`src/rtl/irqc_pkg.sv`:
```
package irqc_pkg;

    typedef enum logic [2:0] {
        CMD_IDLE         = 3'd0,
        CMD_EOI          = 3'd1,
        CMD_EOI_ROT      = 3'd2,
        CMD_EOI_SPEC     = 3'd3,
        CMD_EOI_SPEC_ROT = 3'd4,
        CMD_SET_BASE     = 3'd5,
        CMD_RSV6         = 3'd6,
        CMD_RSV7         = 3'd7
    } irqc_cmd_e;

endpackage

```
`src/rtl/irqc_prio_scan.sv`:
```
module irqc_prio_scan #(
    parameter int N = 8
) (
    input  logic [N-1:0]               vec_i,
    input  logic [$clog2(N)-1:0]       base_i,
    output logic [$clog2(N+1)-1:0]     level_o,
    output logic [$clog2(N)-1:0]       index_o,
    output logic                       any_o
);
    localparam int IW = $clog2(N);
    localparam int LW = $clog2(N + 1);

    // Walk from the least urgent slot down so that the most urgent set slot is written last.
    always_comb begin
        level_o = LW'(N);
        for (int k = N - 1; k >= 0; k--) begin
            if (vec_i[base_i + IW'(k)]) begin
                level_o = LW'(k);
            end
        end
    end

    assign any_o   = (level_o != LW'(N));
    assign index_o = base_i + level_o[IW-1:0];

endmodule

```
`src/rtl/irqc_req_latch.sv`:
```
module irqc_req_latch #(
    parameter int N = 8
) (
    input  logic         clk,
    input  logic         rst,
    input  logic [N-1:0] req_in,
    input  logic [N-1:0] trig_i,
    input  logic [N-1:0] clr_i,
    output logic [N-1:0] irr_o
);
    logic [N-1:0] irr_q;
    logic [N-1:0] last_q;
    logic [N-1:0] irr_d;
    logic [N-1:0] rise;

    assign rise = req_in & ~last_q;

    // Level lines mirror the pin; edge lines keep their bit until consumed.
    always_comb begin
        irr_d = (trig_i & req_in) | (~trig_i & ((irr_q & ~clr_i) | rise));
    end

    always_ff @(posedge clk) begin
        if (rst) begin
            irr_q  <= '0;
            last_q <= '0;
        end else begin
            irr_q  <= irr_d;
            last_q <= req_in;
        end
    end

    assign irr_o = irr_q;

endmodule

```
`src/rtl/irqc_svc_ctrl.sv`:
```
module irqc_svc_ctrl
    import irqc_pkg::*;
#(
    parameter int N = 8
) (
    input  logic                 clk,
    input  logic                 rst,
    input  logic                 take_i,
    input  logic [$clog2(N)-1:0] grant_i,
    input  logic                 auto_eoi_i,
    input  logic                 rot_auto_i,
    input  logic                 cmd_valid_i,
    input  logic [2:0]           cmd_op_i,
    input  logic [$clog2(N)-1:0] cmd_arg_i,
    output logic [N-1:0]         isr_o,
    output logic [$clog2(N)-1:0] base_o
);
    localparam int IW = $clog2(N);
    localparam int LW = $clog2(N + 1);

    logic [N-1:0]  isr_q, isr_a, isr_d;
    logic [IW-1:0] base_q, base_a, base_d;
    logic [LW-1:0] hi_level;
    logic [IW-1:0] hi_index;
    logic          hi_any;
    irqc_cmd_e     cmd;

    // Stage one: the acknowledge.
    always_comb begin
        isr_a  = isr_q;
        base_a = base_q;
        if (take_i) begin
            isr_a[grant_i] = 1'b1;
            if (auto_eoi_i) begin
                isr_a[grant_i] = 1'b0;
                if (rot_auto_i) begin
                    base_a = grant_i + IW'(1);
                end
            end
        end
    end

    irqc_prio_scan #(.N(N)) u_isr_scan (
        .vec_i   (isr_a),
        .base_i  (base_a),
        .level_o (hi_level),
        .index_o (hi_index),
        .any_o   (hi_any)
    );

    assign cmd = cmd_valid_i ? irqc_cmd_e'(cmd_op_i) : CMD_IDLE;

    // Stage two: the command, applied to what the acknowledge left.
    always_comb begin
        isr_d  = isr_a;
        base_d = base_a;
        unique case (cmd)
            CMD_IDLE: begin
            end
            CMD_EOI, CMD_EOI_ROT: begin
                if (hi_any) begin
                    isr_d[hi_index] = 1'b0;
                    if (cmd == CMD_EOI_ROT) begin
                        base_d = hi_index + IW'(1);
                    end
                end
            end
            CMD_EOI_SPEC: begin
                isr_d[cmd_arg_i] = 1'b0;
            end
            CMD_EOI_SPEC_ROT: begin
                isr_d[cmd_arg_i] = 1'b0;
                base_d           = cmd_arg_i + IW'(1);
            end
            CMD_SET_BASE: begin
                base_d = cmd_arg_i + IW'(1);
            end
            default: begin
            end
        endcase
    end

    always_ff @(posedge clk) begin
        if (rst) begin
            isr_q  <= '0;
            base_q <= '0;
        end else begin
            isr_q  <= isr_d;
            base_q <= base_d;
        end
    end

    assign isr_o  = isr_q;
    assign base_o = base_q;

    logic unused_level;
    assign unused_level = ^hi_level;

endmodule

```
`src/rtl/irqc_core.sv`:
```
module irqc_core #(
    parameter int           NUM_IN     = 8,
    parameter logic [7:0]   TRIG_WMASK = 8'hF8,
    parameter bit           IS_MASTER  = 1'b1,
    parameter int           CASC_IDX   = 2
) (
    input  logic                      clk,
    input  logic                      rst,
    input  logic [NUM_IN-1:0]         req_in,
    input  logic                      ack_i,
    input  logic                      cmd_valid_i,
    input  logic [2:0]                cmd_op_i,
    input  logic [$clog2(NUM_IN)-1:0] cmd_arg_i,
    input  logic                      mask_wr_i,
    input  logic [NUM_IN-1:0]         mask_data_i,
    input  logic                      trig_wr_i,
    input  logic [NUM_IN-1:0]         trig_data_i,
    input  logic                      auto_eoi_i,
    input  logic                      rot_auto_i,
    input  logic                      nested_i,
    output logic                      int_o,
    output logic [$clog2(NUM_IN)-1:0] int_vec_o,
    output logic [NUM_IN-1:0]         irr_o,
    output logic [NUM_IN-1:0]         isr_o,
    output logic [NUM_IN-1:0]         imr_o,
    output logic [NUM_IN-1:0]         trig_o,
    output logic [$clog2(NUM_IN)-1:0] base_o
);
    localparam int IW = $clog2(NUM_IN);
    localparam int LW = $clog2(NUM_IN + 1);
    localparam logic [NUM_IN-1:0] WMASK = NUM_IN'(TRIG_WMASK);

    logic [NUM_IN-1:0] imr_q, trig_q;
    logic [NUM_IN-1:0] irr, isr, isr_cmp, excl, clr;
    logic [IW-1:0]     base;
    logic [LW-1:0]     req_level, cur_level;
    logic [IW-1:0]     req_index, cur_index;
    logic              req_any, cur_any;
    logic              take;

    always_ff @(posedge clk) begin
        if (rst) begin
            imr_q  <= '0;
            trig_q <= '0;
        end else begin
            if (mask_wr_i) imr_q  <= mask_data_i;
            if (trig_wr_i) trig_q <= trig_data_i & WMASK;
        end
    end

    generate
        if (IS_MASTER) begin : g_master
            assign excl = nested_i ? (NUM_IN'(1) << CASC_IDX) : '0;
        end else begin : g_slave
            assign excl = '0;
            logic unused_nested;
            assign unused_nested = nested_i;
        end
    endgenerate

    assign isr_cmp = isr & ~excl;

    irqc_prio_scan #(.N(NUM_IN)) u_req_scan (
        .vec_i   (irr & ~imr_q),
        .base_i  (base),
        .level_o (req_level),
        .index_o (req_index),
        .any_o   (req_any)
    );

    irqc_prio_scan #(.N(NUM_IN)) u_cur_scan (
        .vec_i   (isr_cmp),
        .base_i  (base),
        .level_o (cur_level),
        .index_o (cur_index),
        .any_o   (cur_any)
    );

    assign int_o     = req_any && (req_level < cur_level);
    assign int_vec_o = req_index;
    assign take      = ack_i && int_o;
    assign clr       = take ? ((NUM_IN'(1) << req_index) & ~trig_q) : '0;

    irqc_req_latch #(.N(NUM_IN)) u_req (
        .clk    (clk),
        .rst    (rst),
        .req_in (req_in),
        .trig_i (trig_q),
        .clr_i  (clr),
        .irr_o  (irr)
    );

    irqc_svc_ctrl #(.N(NUM_IN)) u_svc (
        .clk         (clk),
        .rst         (rst),
        .take_i      (take),
        .grant_i     (req_index),
        .auto_eoi_i  (auto_eoi_i),
        .rot_auto_i  (rot_auto_i),
        .cmd_valid_i (cmd_valid_i),
        .cmd_op_i    (cmd_op_i),
        .cmd_arg_i   (cmd_arg_i),
        .isr_o       (isr),
        .base_o      (base)
    );

    assign irr_o  = irr;
    assign isr_o  = isr;
    assign imr_o  = imr_q;
    assign trig_o = trig_q;
    assign base_o = base;

    logic unused_cur;
    assign unused_cur = cur_any ^ (^cur_index);

endmodule

```
`config.mk`:
```
export PLATFORM = sky130hd
export DESIGN_NAME = irqc_core
export DESIGN_NICKNAME = d
export VERILOG_FILES = /design/src/rtl/irqc_pkg.sv /design/src/rtl/irqc_prio_scan.sv /design/src/rtl/irqc_req_latch.sv /design/src/rtl/irqc_svc_ctrl.sv /design/src/rtl/irqc_core.sv
export SDC_FILE = /design/constraint.sdc
export NUM_CORES = 1
export LEC_CHECK = 0
export ABC_AREA = 1
export CAP_MARGIN = 20
export CORE_UTILIZATION = 57
export DETAILED_ROUTE_END_ITERATION = 10
export HOLD_SLACK_MARGIN = 0.06
export PLACE_DENSITY = 0.88
export SLEW_MARGIN = 20
export SYNTH_ARGS = -nofsm -noshare
export SYNTH_HDL_FRONTEND = slang
export SYNTH_SLANG_ARGS = --single-unit
```
`constraint.sdc`:
```
create_clock -name clk -period 17.5 [get_ports clk]
set_input_delay 1.75 -clock clk [delete_from_list [all_inputs] [get_ports clk]]
set_output_delay 1.75 -clock clk [all_outputs]
set_load 0.03 [all_outputs]
```
==> key figures <==
Clock network
  • CTS tree: done
  • Root buf cell: clkbuf_8
  • Post_cts resized: 0
  • Clk buf depth: 2
  • TritonCTS Buffers: 5
  • Hold-fix buffers, CTS: 0
  • Clk_lat worst skew: 0.30 ns
  • Sink Count: 40
  • H-tree lvl count: 2
  • Reg clk slew, reported paths: 0.08 ns
  • Post-CTS Setup Inserts: 0

Detailed routing
  • DRT antenna net count: 0
  • Via count: 4518
  • WL/cell: 14.4 um
  • DRC viols: 3
  • Number of vias per cell: 5.79
  • Starting DRT DRC Count: 384
  • Routed WL: 11200 um
  • Pre-antenna DRT Iters: 8

Critical path
  • Cells on worst reg2reg path: 31
  • FF-to-FF setup slack: 10.00 ns
  • Critical path startpoint category: input port
  • Slowest cell delay on critical path: 0.57 ns
  • Required @ worst endpoint: 17.67 ns
  • Crit Path Class: in -> reg
  • RR Startpoint: u_svc.base_o[1]$_SDFF_PP0_
  • Crit path capture type: flop
  • Crit path DAT: 7.85 ns
  • Critical Path Most Common Cell: nand2_1
  • R2r endpoint: u_svc.base_o[1]$_SDFF_PP0_
  • Critical path's top delay family: simple AND/OR/NAND/NOR gates
  • WP buf/inv: 6
  • CP max-delay cell: a211oi_4
  • CP max FO: 20

Finish
  • Nets: 755
  • Layout cell share with drive strength beyond 1: 8.53%
  • Ant diodes: 0
  • Area Overhead vs Synth: 19.6%
  • Filler cells: 533
  • Most frequent cells in the layout: 215 x nand2_1, 84 x nand3_1, 71 x clkdlybuf4s50_1, 70 x inv_1
  • Design area: 4670 um2
  • Commonest non-fill, non-tap cell in the layout: nand2_1

Placement
  • Cell area after placement: 4550 um2
  • Port Buffer Count: 71
  • Placer congestion estimate: 0.919
  • Place WS: 9.63 ns
  • Post-DP HPWL: 8680 um

Die
  • Die height: 84.8 um
  • Die W: 84.8 um
  • I/O pin count: 78
  • Initial Utilization: 60.2%
  • Die area: 7190 um2
  • Core Area: 6490 um2
  • Site Rows: 29

Logic synthesis
  • Ys async rst share: 0%
  • Sequential-to-total area share from yosys stat: 20.5%
  • Yosys warnings: 0
  • Syn avg cell area: 6.07 um2
  • Syn Std Cell Area: 3910 um2
  • Number of flops mapped to enable cells by yosys: 0
  • Most used DFF post-synth: dfxtp_1
  • Cell count after synthesis: 644
  • #FFs+latches synth: 40
  • Unique cell type count in the Yosys netlist: 48

Global route
  • GR Overflow Total: 0
  • First-pass GRT wire length: 18500 um
  • Largest net degree at the start of global routing: 25
  • Initial antenna violation count: 0
  • Total GRT Usage: 32.0%
  • Number of global-route vias before repair: 4004

Timing
  • Period utilisation layout: 43.9%
  • Post-route setup TNS: 0 ns
  • Final setup violation count: 0
  • Fmax: 130 MHz
  • Max_slew headroom: 53.2%
  • RSZ-0062 raised after global routing: false
  • Worst Max-Slew Pin Slew: 0.699 ns
  • Final Worst Setup Slack: 9.82 ns
  • Crit path time final: 7.68 ns
  • Worst hold slack: 0.421 ns
  • Clock Skews: 0.0115 ns
  • Slew Limit Fails: 0
  • Final hold vios: 0

Hold path
  • Worst hold path type: reg -> reg
  • Hold Path End: u_req.irr_o[0]$_SDFF_PP0_
  • HP Start: u_req.last_q[0]$_SDFF_PP0_
  • Hold path depth: 1

Run status
  • Failing checks: design-rule violations
  • Status: finished, violations left

Run
  • Max cap viols: 0
[worst max path at each step]
| stage | cells past startpoint | start | end | slack [ns] |
|---|---|---|---|---|
| final | 32 | nested_i | u_svc.base_o[1]$_SDFF_PP0_ | 9.82 |
| after global routing | 32 | nested_i | u_svc.base_o[1]$_SDFF_PP0_ | 9.24 |
| after floorplan | 44 | u_svc.base_o[0]$_SDFF_PP0_ | u_svc.base_o[1]$_SDFF_PP0_ | 11.31 |
| after global placement | 32 | nested_i | u_svc.base_o[1]$_SDFF_PP0_ | 9.72 |
| after CTS | 32 | nested_i | u_svc.base_o[1]$_SDFF_PP0_ | 9.92 |
| after detailed placement | 32 | nested_i | u_svc.base_o[1]$_SDFF_PP0_ | 9.63 |
[per-stage QoR]
stage | util, % | instances
floorplan | - | 646
global placement | 70.1 | 772
detailed placement | 70.1 | 772
CTS | 72.0 | 780
global route | 72.0 | 780
finish | 72.0 | 780
[cells by family (layout without fill, tap and decap cells)]
family | count (synthesis) | count (layout) | synth area share [%]
other | 1 | 3 | 0.0959
buffers and inverters | 100 | 157 | 11.9
flip-flops | 40 | 40 | 20.5
AND/OR/NAND/NOR | 379 | 379 | 44.8
AO/OA/AOI/OAI | 99 | 99 | 14.8
multiplexers | 1 | 1 | 0.256
XOR/XNOR | 10 | 10 | 2.82
adder cells (fa/ha/maj) | 14 | 14 | 4.87
[state kept, by name, indices dropped and copies added (netlist names)]
register and cells:
trig_o 5, imr_o 8, u_req.last_q 8, u_req.irr_o 8, u_svc.base_o 3, u_svc.isr_o 8
[routing by layer]
metal | wire length (um) | share of wire [%] | track usage (%)
met5 | 0 | 0 | 0
met4 | 266 | 2.4 | 10.5
met3 | 853 | 7.6 | 3.89
met2 | 5500 | 49 | 55.7
met1 | 4610 | 41 | 41.3
[layout make-up]
class	instances	area (um2)	area share [%]
inverters	77	289	6.18
well taps	77	96.3	2.06
clock inverters	2	38.8	0.830
clock buffers	6	82.6	1.77
repair buffers	72	718	15.4
multi-input cells	506	2650	56.7
flip-flops and latches	40	801	17.1
[synthesized netlist by cell type, types with 2 or more instances]
library cell / n / area [um2]
fa_1: 2 / 40.0
ha_1: 12 / 150
dfxtp_1: 40 / 801
xor2_1: 2 / 17.5
inv_2: 6 / 22.5
xnor2_2: 2 / 32.5
nand2_2: 17 / 106
nand3_1: 84 / 420
buf_6: 6 / 67.6
inv_1: 70 / 263
nand3_2: 5 / 50.1
a21oi_2: 5 / 43.8
o21ai_0: 40 / 200
a31oi_1: 3 / 18.8
nand4_1: 17 / 106
buf_4: 7 / 52.6
o211ai_1: 3 / 22.5
o21ai_1: 3 / 15.0
buf_2: 3 / 15.0
nor2_1: 26 / 97.6
o22ai_1: 3 / 18.8
nand2_1: 215 / 807
xnor2_1: 5 / 43.8
a21boi_0: 2 / 15.0
nand2_4: 7 / 78.8
a21oi_1: 31 / 155
clkbuf_1: 5 / 18.8
and2_1: 2 / 12.5
o41ai_1: 2 / 17.5
Power is left out: the tool's default activity adds up to more than one toggle a clock period on the data nets, which glitch-free logic cannot reach.
